==> config.mk <==
export PLATFORM = sky130hd
export DESIGN_NAME = rowcopy_seq
export DESIGN_NICKNAME = d
export VERILOG_FILES = /design/src/rtl/rowcopy_pkg.sv /design/src/rtl/rowcopy_mode_dec.sv /design/src/rtl/rowcopy_timer.sv /design/src/rtl/rowcopy_beat_ctr.sv /design/src/rtl/rowcopy_seq.sv
export SDC_FILE = /design/constraint.sdc
export NUM_CORES = 1
export LEC_CHECK = 0
export BUFFER_PORTS_ARGS = -buffer_cell sky130_fd_sc_hd__buf_2
export CAP_MARGIN = 10
export CORE_MARGIN = 3
export CORE_UTILIZATION = 57
export DETAILED_ROUTE_END_ITERATION = 7
export HOLD_SLACK_MARGIN = 0.15
export PLACE_DENSITY = 0.78
export RECOVER_POWER = 50
export REMOVE_ABC_BUFFERS = 1
export SLEW_MARGIN = 20
export SYNTH_ARGS = -nofsm -noshare
export SYNTH_HDL_FRONTEND = slang
export SYNTH_HIERARCHICAL = 1
export SYNTH_SLANG_ARGS = --single-unit
export TNS_END_PERCENT = 100
==> constraint.sdc <==
create_clock -name clk -period 2 [get_ports clk]
set_input_delay 0.2 -clock clk [delete_from_list [all_inputs] [get_ports clk]]
set_output_delay 0.2 -clock clk [all_outputs]
set_load 0.1 [all_outputs]
==> src/rtl/rowcopy_pkg.sv <==
// Shared encodings for the row copy sequencer.
// Assumes: command codes are fixed by the external command interface.
package rowcopy_pkg;

    typedef enum logic [1:0] {
        CMD_NOP  = 2'd0,
        CMD_ACT  = 2'd1,
        CMD_PRE  = 2'd2,
        CMD_XFER = 2'd3
    } cmd_op_e;

    typedef enum logic [1:0] {
        MODE_NONE   = 2'd0,
        MODE_LOCAL  = 2'd1,
        MODE_XBANK  = 2'd2,
        MODE_TWOHOP = 2'd3
    } copy_mode_e;

endpackage

==> src/rtl/rowcopy_mode_dec.sv <==
// Classifies a copy request by where its two rows sit.
// Assumes: addresses are stable while being decoded; purely combinational.
module rowcopy_mode_dec
    import rowcopy_pkg::*;
#(
    parameter int BANK_W = 2,
    parameter int SUB_W  = 2,
    parameter int ROW_W  = 8
) (
    input  logic [BANK_W-1:0] src_bank,
    input  logic [SUB_W-1:0]  src_sub,
    input  logic [ROW_W-1:0]  src_row,
    input  logic [BANK_W-1:0] dst_bank,
    input  logic [SUB_W-1:0]  dst_sub,
    input  logic [ROW_W-1:0]  dst_row,
    output copy_mode_e        mode
);

    // Choose the copy route from bank and subarray equality
    always_comb begin
        if (src_bank != dst_bank)
            mode = MODE_XBANK;
        else if (src_sub != dst_sub)
            mode = MODE_TWOHOP;
        else if (src_row != dst_row)
            mode = MODE_LOCAL;
        else
            mode = MODE_NONE;
    end

endmodule

==> src/rtl/rowcopy_timer.sv <==
// Loadable down-counter used for the activation and precharge waits.
// Assumes: load values are at least 1; expired means the wait is over.
module rowcopy_timer #(
    parameter int W = 3
) (
    input  logic         clk,
    input  logic         rst_n,
    input  logic         load,
    input  logic [W-1:0] load_val,
    output logic         expired
);

    logic [W-1:0] cnt;

    // Load on request, otherwise count down towards one
    always_ff @(posedge clk) begin
        if (!rst_n)
            cnt <= '0;
        else if (load)
            cnt <= load_val;
        else if (cnt > W'(1))
            cnt <= cnt - W'(1);
    end

    assign expired = (cnt <= W'(1));

endmodule

==> src/rtl/rowcopy_beat_ctr.sv <==
// Counts internal-bus beats of one row transfer.
// Assumes: clear and enable are never high together; BEATS >= 1.
module rowcopy_beat_ctr #(
    parameter int BEATS = 4096
) (
    input  logic clk,
    input  logic rst_n,
    input  logic clear,
    input  logic en,
    output logic last
);

    localparam int BW = (BEATS > 1) ? $clog2(BEATS) : 1;
    localparam logic [BW-1:0] TERMINAL = BW'(BEATS - 1);

    logic [BW-1:0] beat;

    // Advance one beat per enabled cycle, restart on clear
    always_ff @(posedge clk) begin
        if (!rst_n || clear)
            beat <= '0;
        else if (en && !last)
            beat <= beat + BW'(1);
    end

    assign last = (beat == TERMINAL);

endmodule

==> src/rtl/rowcopy_seq.sv <==
// Row copy command sequencer: accepts one copy request while idle, then
// issues ACT/PRE/XFER commands for the chosen route and pulses done.
// Assumes: T_RAS >= 2, T_RP >= 2, BUS_BYTES divides ROW_BYTES, BANK_W >= 1.
module rowcopy_seq
    import rowcopy_pkg::*;
#(
    parameter int BANK_W      = 2,
    parameter int SUB_W       = 2,
    parameter int ROW_W       = 8,
    parameter int ROW_BYTES   = 4096,
    parameter int BUS_BYTES   = 1,
    parameter int T_RAS       = 4,
    parameter int T_RP        = 3,
    parameter int SCRATCH_ROW = (1 << ROW_W) - 1
) (
    input  logic              clk,
    input  logic              rst_n,
    input  logic              req_valid,
    output logic              req_ready,
    input  logic [BANK_W-1:0] req_src_bank,
    input  logic [SUB_W-1:0]  req_src_sub,
    input  logic [ROW_W-1:0]  req_src_row,
    input  logic [BANK_W-1:0] req_dst_bank,
    input  logic [SUB_W-1:0]  req_dst_sub,
    input  logic [ROW_W-1:0]  req_dst_row,
    output logic              busy,
    output logic              done,
    output logic              cmd_valid,
    output logic [1:0]        cmd_op,
    output logic [BANK_W-1:0] cmd_bank,
    output logic [SUB_W-1:0]  cmd_sub,
    output logic [ROW_W-1:0]  cmd_row,
    output logic [BANK_W-1:0] cmd_bank2
);

    localparam int BEATS = ROW_BYTES / BUS_BYTES;
    localparam int TMAX  = (T_RAS > T_RP) ? T_RAS : T_RP;
    localparam int TW    = $clog2(TMAX + 1);
    localparam logic [TW-1:0] RAS_LOAD = TW'(T_RAS - 1);
    localparam logic [TW-1:0] RP_LOAD  = TW'(T_RP - 1);
    localparam logic [ROW_W-1:0] SCR_ROW = ROW_W'(SCRATCH_ROW);

    typedef enum logic [3:0] {
        ST_IDLE, ST_ACT_A, ST_WAIT_A, ST_ACT_B, ST_WAIT_B,
        ST_XFER, ST_PRE_A, ST_PRE_B, ST_WAIT_P
    } state_e;

    typedef struct packed {
        logic [BANK_W-1:0] bank;
        logic [SUB_W-1:0]  sub;
        logic [ROW_W-1:0]  row;
    } loc_t;

    state_e     state_q, state_d;
    copy_mode_e req_mode, mode_q;
    loc_t       a_q, b_q, dst_q;
    logic       hop2_q;
    logic       done_q;
    logic       tmr_load, tmr_exp;
    logic [TW-1:0] tmr_val;
    logic       beat_clear, beat_en, beat_last;
    logic       accept;

    rowcopy_mode_dec #(
        .BANK_W(BANK_W), .SUB_W(SUB_W), .ROW_W(ROW_W)
    ) i_dec (
        .src_bank (req_src_bank),
        .src_sub  (req_src_sub),
        .src_row  (req_src_row),
        .dst_bank (req_dst_bank),
        .dst_sub  (req_dst_sub),
        .dst_row  (req_dst_row),
        .mode     (req_mode)
    );

    rowcopy_timer #(.W(TW)) i_tmr (
        .clk      (clk),
        .rst_n    (rst_n),
        .load     (tmr_load),
        .load_val (tmr_val),
        .expired  (tmr_exp)
    );

    rowcopy_beat_ctr #(.BEATS(BEATS)) i_beat (
        .clk   (clk),
        .rst_n (rst_n),
        .clear (beat_clear),
        .en    (beat_en),
        .last  (beat_last)
    );

    assign req_ready = (state_q == ST_IDLE);
    assign accept    = req_valid && req_ready;
    assign busy      = (state_q != ST_IDLE);
    assign done      = done_q;

    // Timer loads on every ACT (settle) and on the closing PRE (recovery)
    always_comb begin
        tmr_load = (state_q == ST_ACT_A) || (state_q == ST_ACT_B) || (state_q == ST_PRE_B);
        tmr_val  = (state_q == ST_PRE_B) ? RP_LOAD : RAS_LOAD;
    end

    assign beat_clear = (state_q == ST_ACT_B);
    assign beat_en    = (state_q == ST_XFER);

    // Next-state selection for the command sequence
    always_comb begin
        state_d = state_q;
        unique case (state_q)
            ST_IDLE:   if (accept && req_mode != MODE_NONE) state_d = ST_ACT_A;
            ST_ACT_A:  state_d = ST_WAIT_A;
            ST_WAIT_A: if (tmr_exp) state_d = ST_ACT_B;
            ST_ACT_B:  state_d = ST_WAIT_B;
            ST_WAIT_B: if (tmr_exp) state_d = (mode_q == MODE_LOCAL) ? ST_PRE_B : ST_XFER;
            ST_XFER:   if (beat_last) state_d = ST_PRE_A;
            ST_PRE_A:  state_d = ST_PRE_B;
            ST_PRE_B:  state_d = ST_WAIT_P;
            ST_WAIT_P: if (tmr_exp)
                           state_d = (mode_q == MODE_TWOHOP && !hop2_q) ? ST_ACT_A : ST_IDLE;
            default:   state_d = ST_IDLE;
        endcase
    end

    // State, route endpoints and completion pulse registers
    always_ff @(posedge clk) begin
        if (!rst_n) begin
            state_q <= ST_IDLE;
            mode_q  <= MODE_NONE;
            a_q     <= '0;
            b_q     <= '0;
            dst_q   <= '0;
            hop2_q  <= 1'b0;
            done_q  <= 1'b0;
        end else begin
            state_q <= state_d;
            done_q  <= 1'b0;
            if (state_q == ST_IDLE && accept) begin
                mode_q <= req_mode;
                hop2_q <= 1'b0;
                a_q    <= '{req_src_bank, req_src_sub, req_src_row};
                dst_q  <= '{req_dst_bank, req_dst_sub, req_dst_row};
                if (req_mode == MODE_TWOHOP)
                    b_q <= '{req_src_bank ^ BANK_W'(1), SUB_W'(0), SCR_ROW};
                else
                    b_q <= '{req_dst_bank, req_dst_sub, req_dst_row};
                if (req_mode == MODE_NONE)
                    done_q <= 1'b1;
            end
            if (state_q == ST_WAIT_P && tmr_exp) begin
                if (mode_q == MODE_TWOHOP && !hop2_q) begin
                    a_q    <= b_q;
                    b_q    <= dst_q;
                    hop2_q <= 1'b1;
                end else begin
                    done_q <= 1'b1;
                end
            end
        end
    end

    // Command outputs decoded from the current state
    always_comb begin
        cmd_valid = 1'b0;
        cmd_op    = CMD_NOP;
        cmd_bank  = '0;
        cmd_sub   = '0;
        cmd_row   = '0;
        cmd_bank2 = '0;
        unique case (state_q)
            ST_ACT_A: begin
                cmd_valid = 1'b1; cmd_op = CMD_ACT;
                cmd_bank = a_q.bank; cmd_sub = a_q.sub; cmd_row = a_q.row;
            end
            ST_ACT_B: begin
                cmd_valid = 1'b1; cmd_op = CMD_ACT;
                cmd_bank = b_q.bank; cmd_sub = b_q.sub; cmd_row = b_q.row;
            end
            ST_XFER: begin
                cmd_valid = 1'b1; cmd_op = CMD_XFER;
                cmd_bank = a_q.bank; cmd_bank2 = b_q.bank;
            end
            ST_PRE_A: begin
                cmd_valid = 1'b1; cmd_op = CMD_PRE; cmd_bank = a_q.bank;
            end
            ST_PRE_B: begin
                cmd_valid = 1'b1; cmd_op = CMD_PRE; cmd_bank = b_q.bank;
            end
            default: ;
        endcase
    end

endmodule

==> results of run 1 <==
-- what timing repair did --
action | in CTS | in global routing
gates cloned | 0 | 1
pin swaps | 2 | 12
setup endpoints to repair | 13 | 30
setup buffers | 1 | 1
resized for setup | 8 | 36
hold endpoints to repair | 20 | 0
hold buffers | 20 | 0
-- where the power goes --
group          switching [mW]  internal, mW  total (mW)  leakage (nW)
registers               0.173          1.36        1.53         0.485
logic                    1.25         0.759        2.01          1.20
clock network           0.523         0.773        1.30         0.112
-- how the worst max path moves through the flow --
stage / startpoint / end / slack, ns / cells after the start
finish: req_dst_sub[1] / b_q[1] / -0.02 / 10
floorplan: state_q[3] / done / -1.35 / 4
detailed placement: i_tmr/cnt[1] / a_q[1] / 0.09 / 9
global placement: i_tmr/cnt[1] / b_q[11] / 0.15 / 8
global route: req_dst_bank[0] / state_q[1] / -0.1 / 10
CTS: req_dst_bank[0] / state_q[1] / 0.003 / 10
-- area by class of cell --
class | count | area [µm²] | area share (%)
Multi-Input combinational cell | 298 | 1969 | 44.35
Sequential cell | 59 | 1189 | 26.77
Timing Repair Buffer | 92 | 925.9 | 20.85
Clock buffer | 11 | 151.4 | 3.409
Tap cell | 70 | 87.58 | 1.972
Clock inverter | 5 | 83.83 | 1.888
Inverter | 9 | 33.78 | 0.7608
-- flip-flops by register name (all words and copies together) (netlist names) --
| name | flops |
|---|---|
| i_beat/beat | 12 |
| b_q | 12 |
| mode_q | 2 |
| done | 1 |
| hop2_q | 1 |
| a_q | 12 |
| dst_q | 12 |
| i_tmr/cnt | 3 |
| state_q | 4 |
-- per-layer routing --
layer / up-vias / share of wire [%] / wire length, µm
li1: 1551 / - / -
met1: 1568 / 40 / 3925
met2: 181 / 50 / 4945
met3: 47 / 6.5 / 643
met4: 0 / 4.0 / 395
met5: - / 0 / 0
-- metrics by stage --
| step | instances | utilization [%] | setup slack (ns) |
|---|---|---|---|
| after global routing | 544 | 84.78 | -0.09847 |
| final | 544 | 84.78 | -0.01691 |
| after floorplan | 366 | - | -1.355 |
| after global placement | 507 | 72.03 | 0.1518 |
| after CTS | 544 | 80.98 | 0.002879 |
| after detailed placement | 507 | 72.03 | 0.08578 |
-- Yosys cell counts, types with 3 or more instances --
cell type	instances	area, µm²
nand2_1	82	307.8
dfxtp_1	59	1181
a21oi_1	34	170.2
nor2_1	32	120.1
a311oi_1	16	140.1
xor2_1	15	131.4
buf_2	11	55.05
a22o_1	10	87.58
clkbuf_1	10	37.54
o211ai_1	10	75.07
nand3_1	9	45.04
nand4b_1	9	78.83
o21ai_0	9	45.04
inv_1	8	30.03
nand2b_1	7	43.79
a31oi_1	4	25.02
and2_1	4	25.02
and3_2	3	22.52
buf_4	3	22.52
ha_1	3	37.54
mux2i_1	3	30.03
o21bai_1	3	22.52
or3_1	3	18.77
-- worst min-delay path, stage by stage --
cell	delay [ns]
buf_2	0.11
nand2_1	0.06
a311oi_1	0.08
-- logic make-up (layout without fill, tap and decap cells) --
kind of cell,after synthesis,in the layout,synth area share (%)
AO/OA/AOI/OAI,105,105,23.41
flip-flops,59,59,37.40
AND/OR/NAND/NOR,168,168,26.55
other,2,2,0.2378
XOR/XNOR,17,17,4.715
buffers and inverters,36,117,5.546
adder cells (fa/ha/maj),3,3,1.189
multiplexers,3,3,0.9509
==> out/summary.txt, run 1 <==
CP endpoint kind -> flop
Effective utilization at floorplan -> 60.30%
Total congestion overflow -> 0
Netlist cell types -> 59
GR Layer Usage met2 -> 49.01%
Area grow syn2layout -> 40.61%
Syn Area/Cell -> 8.036 µm²
Cell Area, Synth -> 3158 µm²
Top-level I/O count -> 47
Yosys Warn Count -> 6
Most frequent cells in the layout -> nand2_1, dfxtp_1, a21oi_1
Clk_lat worst skew -> 0.35 ns
Register clock-pin slew on the reported worst setup and hold paths -> 0.08 ns
Fillers -> 270
Core Area -> 5238 µm²
Total negative setup slack -> -0.02205 ns
GP Congestion -> 0.9039
Power Density -> 1089 nW/µm²
Max Freq -> 495.8 MHz
Global Route met1 Usage -> 36.31%
R2R depth -> 6
DP Area -> 3772 µm²
CTS tree -> done
Ys async rst share -> 0%
Final setup violation count -> 2
Post-synth EDFFs -> 0
Most common cell after layout, fill and taps aside -> nand2_1
Final critical-path share of the clock period -> 100.8%
Leakage -> 1.794 nW
Root Driver -> clkbuf_8
DR vias -> 3,347
WP data required -> 2.22 ns
Final setup margin -> -0.01691 ns
Met3 GRT Util -> 5.157%
Crit path largest cell delay -> 0.55 ns
Clock Sinks -> 59
CP Class -> in -> reg
Final slew viol count -> 0
Reg2reg start -> state_q[0]
Critical path cell sequence -> dlygate4sd3_1, buf_2, xor2_1, nor2_2, nand3_2, nand2_4, buf_4, nand4b_1, o211ai_1, a21oi_1
Commonest register cell after synthesis -> dfxtp_1
Fin area -> 4441 µm²
Hold Crit Start -> req_src_row[6]
Worst Hold Depth -> 3
Initial antenna violation count -> 0
Final WL -> 9.909 mm
Worst Hold Endpoint -> a_q[6]
Reg-to-reg endpoint -> a_q[0]
Port bufs -> 46
Share of post-route cells with drive strength above 1 -> 27.22%
Arrival time worst endpoint -> 2.23 ns
Nets -> 499
Max Cap Viol -> 0
Worst hold path type -> in -> reg
Row Count -> 26
R2R Setup Slk -> 0.08 ns
Unrepaired setup endpoints after global routing -> true
Final HPWL DP -> 5.513 mm
Die height -> 80.44 µm
Post-route ant nets -> 0
Sequential area share after synthesis -> 37.40%
Fin. Hold Viols -> 0
Die X -> 80.44 µm
Final hold slack -> 0.1447 ns
Vias per cell -> 6.153
CTS Buf Count -> 9
CP max stage cell -> dlygate4sd3_1
Tot GR Track Use -> 29.26%
Avg WL per Cell -> 18.22 µm
Die Area -> 6470 µm²
DRC errors left -> 0
Largest net degree at the start of global routing -> 44
Mapped Cells -> 393
CP startpoint kind -> input port
First-pass GRT wire length -> 14.64 mm
Family with the most delay on the worst path -> buffers and inverters
Setup Skew -> 0.01092 ns
Initial DRC count -> 329
CTS Buffer Depth -> 2
Grt peak-use layer -> met2
Status -> finished with violations
CP Buf/Inv Count -> 3
Overall Power -> 4.837 mW
DRT Pass-1 Iters -> 5
H-tree depth -> 3
Violated checks -> negative setup slack
Number of global-route vias before repair -> 3,165
Peak supply drop -> 0.0009922 V
Min cycle time layout -> 2.017 ns
Synthesized flop and latch total -> 59
Ant diodes -> 0
Crit path max fanout -> 6
Note: power is estimated with default switching activity, not from simulation.
==> run 2: changes to the inputs <==
--- a/config.mk
+++ b/config.mk
@@ -7,6 +7,7 @@
 export LEC_CHECK = 0
 export BUFFER_PORTS_ARGS = -buffer_cell sky130_fd_sc_hd__buf_2
 export CAP_MARGIN = 10
+export CORE_ASPECT_RATIO = 1.2
 export CORE_MARGIN = 3
 export CORE_UTILIZATION = 57
 export DETAILED_ROUTE_END_ITERATION = 7
==> run 2 against run 1 <==
  * The run now ends clean
  * Global-route usage rose by 0.098 points
  * Via count hardly changed
  * Total power down 2.0%
  * Clock power decreased by 4%
  * Clock skew barely moved
  * Worst setup slack better by 0.057 ns
  * Die area hardly changed
  * Fmax grew 2.9%
  * First-iteration DRC count shrank 29%
  * Critical endpoint is now cmd_row[2]
  * Largest cell class unchanged
==> out/summary.txt, run 2 (synthesized netlist as in run 1, its figures left out) <==
Status -> complete, no violations
Unrepaired setup endpoints after global routing -> true
Min cycle time layout -> 1.960 ns (-0.05676 ns)
CP Class -> reg -> out
Tot GR Track Use -> 29.36% (+0.098 points)
Reg-to-reg endpoint -> a_q[2]
Arrival time worst endpoint -> 1.76 ns (-0.47 ns)
Switching share of power -> 39.46% (-0.77 points)
Clk_lat worst skew -> 0.34 ns (about the same)
Share of post-route cells with drive strength above 1 -> 25.00% (-2.2 points)
Total negative setup slack -> 0 ns (+0.02205 ns)
Final HPWL DP -> 5.671 mm (+2.9%)
Overall Power -> 4.742 mW (-2.0%)
Final core utilization -> 81.54% (-3.2 points)
Leakage -> 1.786 nW (-0.45%)
Final setup margin -> 0.03985 ns (+0.05676 ns)
Reg2reg start -> i_tmr/cnt[0]
R2R Setup Slk -> 0.08 ns (about the same)
Most common cell after layout, fill and taps aside -> nand2_1
Worst setup path endpoint -> cmd_row[2]
Row Count -> 29 (+12%)
Die height -> 87.54 µm (+8.8%)
Fillers -> 318 (+18%)
Post-route ant nets -> 0 (unchanged)
CP endpoint kind -> primary output
WP data required -> 1.80 ns (-0.42 ns)
Initial DRC count -> 233 (-29%)
Fin. Hold Viols -> 0 (unchanged)
Final slew viol count -> 0 (unchanged)
Crit path max fanout -> 10 (+4)
Vias per cell -> 6.181 (+0.46%)
CTS tree -> done
Max Cap Viol -> 0 (unchanged)
Initial antenna violation count -> 0 (unchanged)
Register clock-pin slew on the reported worst setup and hold paths -> 0.07 ns (about the same)
Worst hold path type -> in -> reg
Worst Hold Depth -> 3 (unchanged)
Root Driver -> clkbuf_8
Max Freq -> 510.2 MHz (+2.9%)
Worst-margin pin slew -> 1.166 ns
CP startpoint kind -> flop
Final critical-path share of the clock period -> 98.01% (-2.8 points)
Die X -> 73.95 µm (-8.1%)
Setup Skew -> 0.01049 ns (-0.0004298 ns)
Number of global-route vias before repair -> 3,182 (+0.54%)
Avg WL per Cell -> 17.14 µm (-5.9%)
Port bufs -> 46 (unchanged)
Total congestion overflow -> 0 (unchanged)
R2R depth -> 7 (+1)
Effective utilization at floorplan -> 59.21% (-1.1 points)
DRT Pass-1 Iters -> 5 (unchanged)
Area grow syn2layout -> 37.72%
Most frequent cells in the layout -> nand2_1, dfxtp_1, a21oi_1
DR vias -> 3,350 (+0.090%)
Core Area -> 5334 µm² (+1.8%)
First-pass GRT wire length -> 14.70 mm (+0.42%)
CTS Buf Count -> 9 (unchanged)
H-tree depth -> 3 (unchanged)
Largest net degree at the start of global routing -> 44 (unchanged)
Final setup violation count -> 0 (-2)
Final WL -> 9.289 mm (-6.3%)
Logic pwr share -> 41.7% (+0.2 points)
Rel. slew slack -> 22.61%
DRC errors left -> 0 (unchanged)
Power Density -> 1090 nW/µm² (+0.10%)
Die Area -> 6474 µm² (about the same)
Top-level I/O count -> 47 (unchanged)
CTS Buffer Depth -> 2 (unchanged)
Clock Sinks -> 59 (unchanged)
Pint -> 2.871 mW (-0.70%)
GP Congestion -> 0.8327 (-7.9%)
Power share of the clock group -> 26.3% (-0.5 points)
Worst Setup SP -> state_q[3]
Peak supply drop -> 0.0008671 V (-13%)
Ant diodes -> 0 (unchanged)
NetSw -> 1.871 mW (-3.8%)
Place WS -> 0.01515 ns (-0.07063 ns)
Flop pwr share -> 32.0% (+0.3 points)
Nets -> 505 (+1.2%)
==> run 2: cell type report <==
cell class	instances	area (µm²)	share of cell area (%)
clock buffer	11	151.4	3.481
timing repair buffer	98	932.1	21.43
inverter	9	33.78	0.7768
multi-input combinational	298	1892	43.50
sequential	59	1187	27.30
tap	62	77.57	1.784
clock inverter	5	75.07	1.726
==> run 2: worst max-delay path: stages, from the launching register on <==
cell and delay, ns:
dfxtp_2 0.39, buf_4 0.20, nor3_4 0.24, buf_4 0.20, a22o_1 0.21, buf_12 0.19
==> run 2: how the worst min path moves through the flow <==
stage                          from         end
floorplan                     rst_n  state_q[3]
global placement           dst_q[6]      b_q[6]
detailed placement        dst_q[11]   dst_q[11]
CTS                  req_dst_sub[0]      b_q[8]
global route        req_src_bank[0]     a_q[10]
finish              req_src_bank[0]     a_q[10]
==> run 2: stage by stage <==
stage	std cells	hold slack, ns	cell area, µm²
floorplan	366	0.3175	3017
global placement	500	0.4373	3757
detailed placement	500	0.4465	3757
CTS	538	0.1516	4215
global route	542	0.1728	4349
finish	542	0.1695	4349
==> run 2: power by group through the flow <==
| stage | combinational (mW) | clock (mW) | sequential (mW) |
|---|---|---|---|
| floorplan | 1.18 | 0 | 1.51 |
| CTS | 1.82 | 1.26 | 1.51 |
| finish | 1.98 | 1.25 | 1.52 |
| global route | 2.10 | 1.30 | 1.54 |
| detailed placement | 1.77 | 0 | 1.53 |
| global placement | 1.73 | 0 | 1.52 |
==> run 2: per-layer routing <==
| metal | global-route usage, % | wire length (µm) |
|---|---|---|
| met1 | 36.36 | 3753 |
| met2 | 48.23 | 4716 |
| met3 | 5.855 | 558 |
| met4 | 14.50 | 260 |
| met5 | 0 | 0 |
==> run 2: repair_timing <==
| action | in CTS | in global routing |
|---|---|---|
| pin swaps | 0 | 1 |
| hold buffers | 22 | 0 |
| setup buffers | 0 | 3 |
| resized for setup | 5 | 17 |
| setup endpoints to repair | 10 | 38 |
| endpoints found under the hold margin | 22 | 0 |
| gates cloned | 0 | 1 |
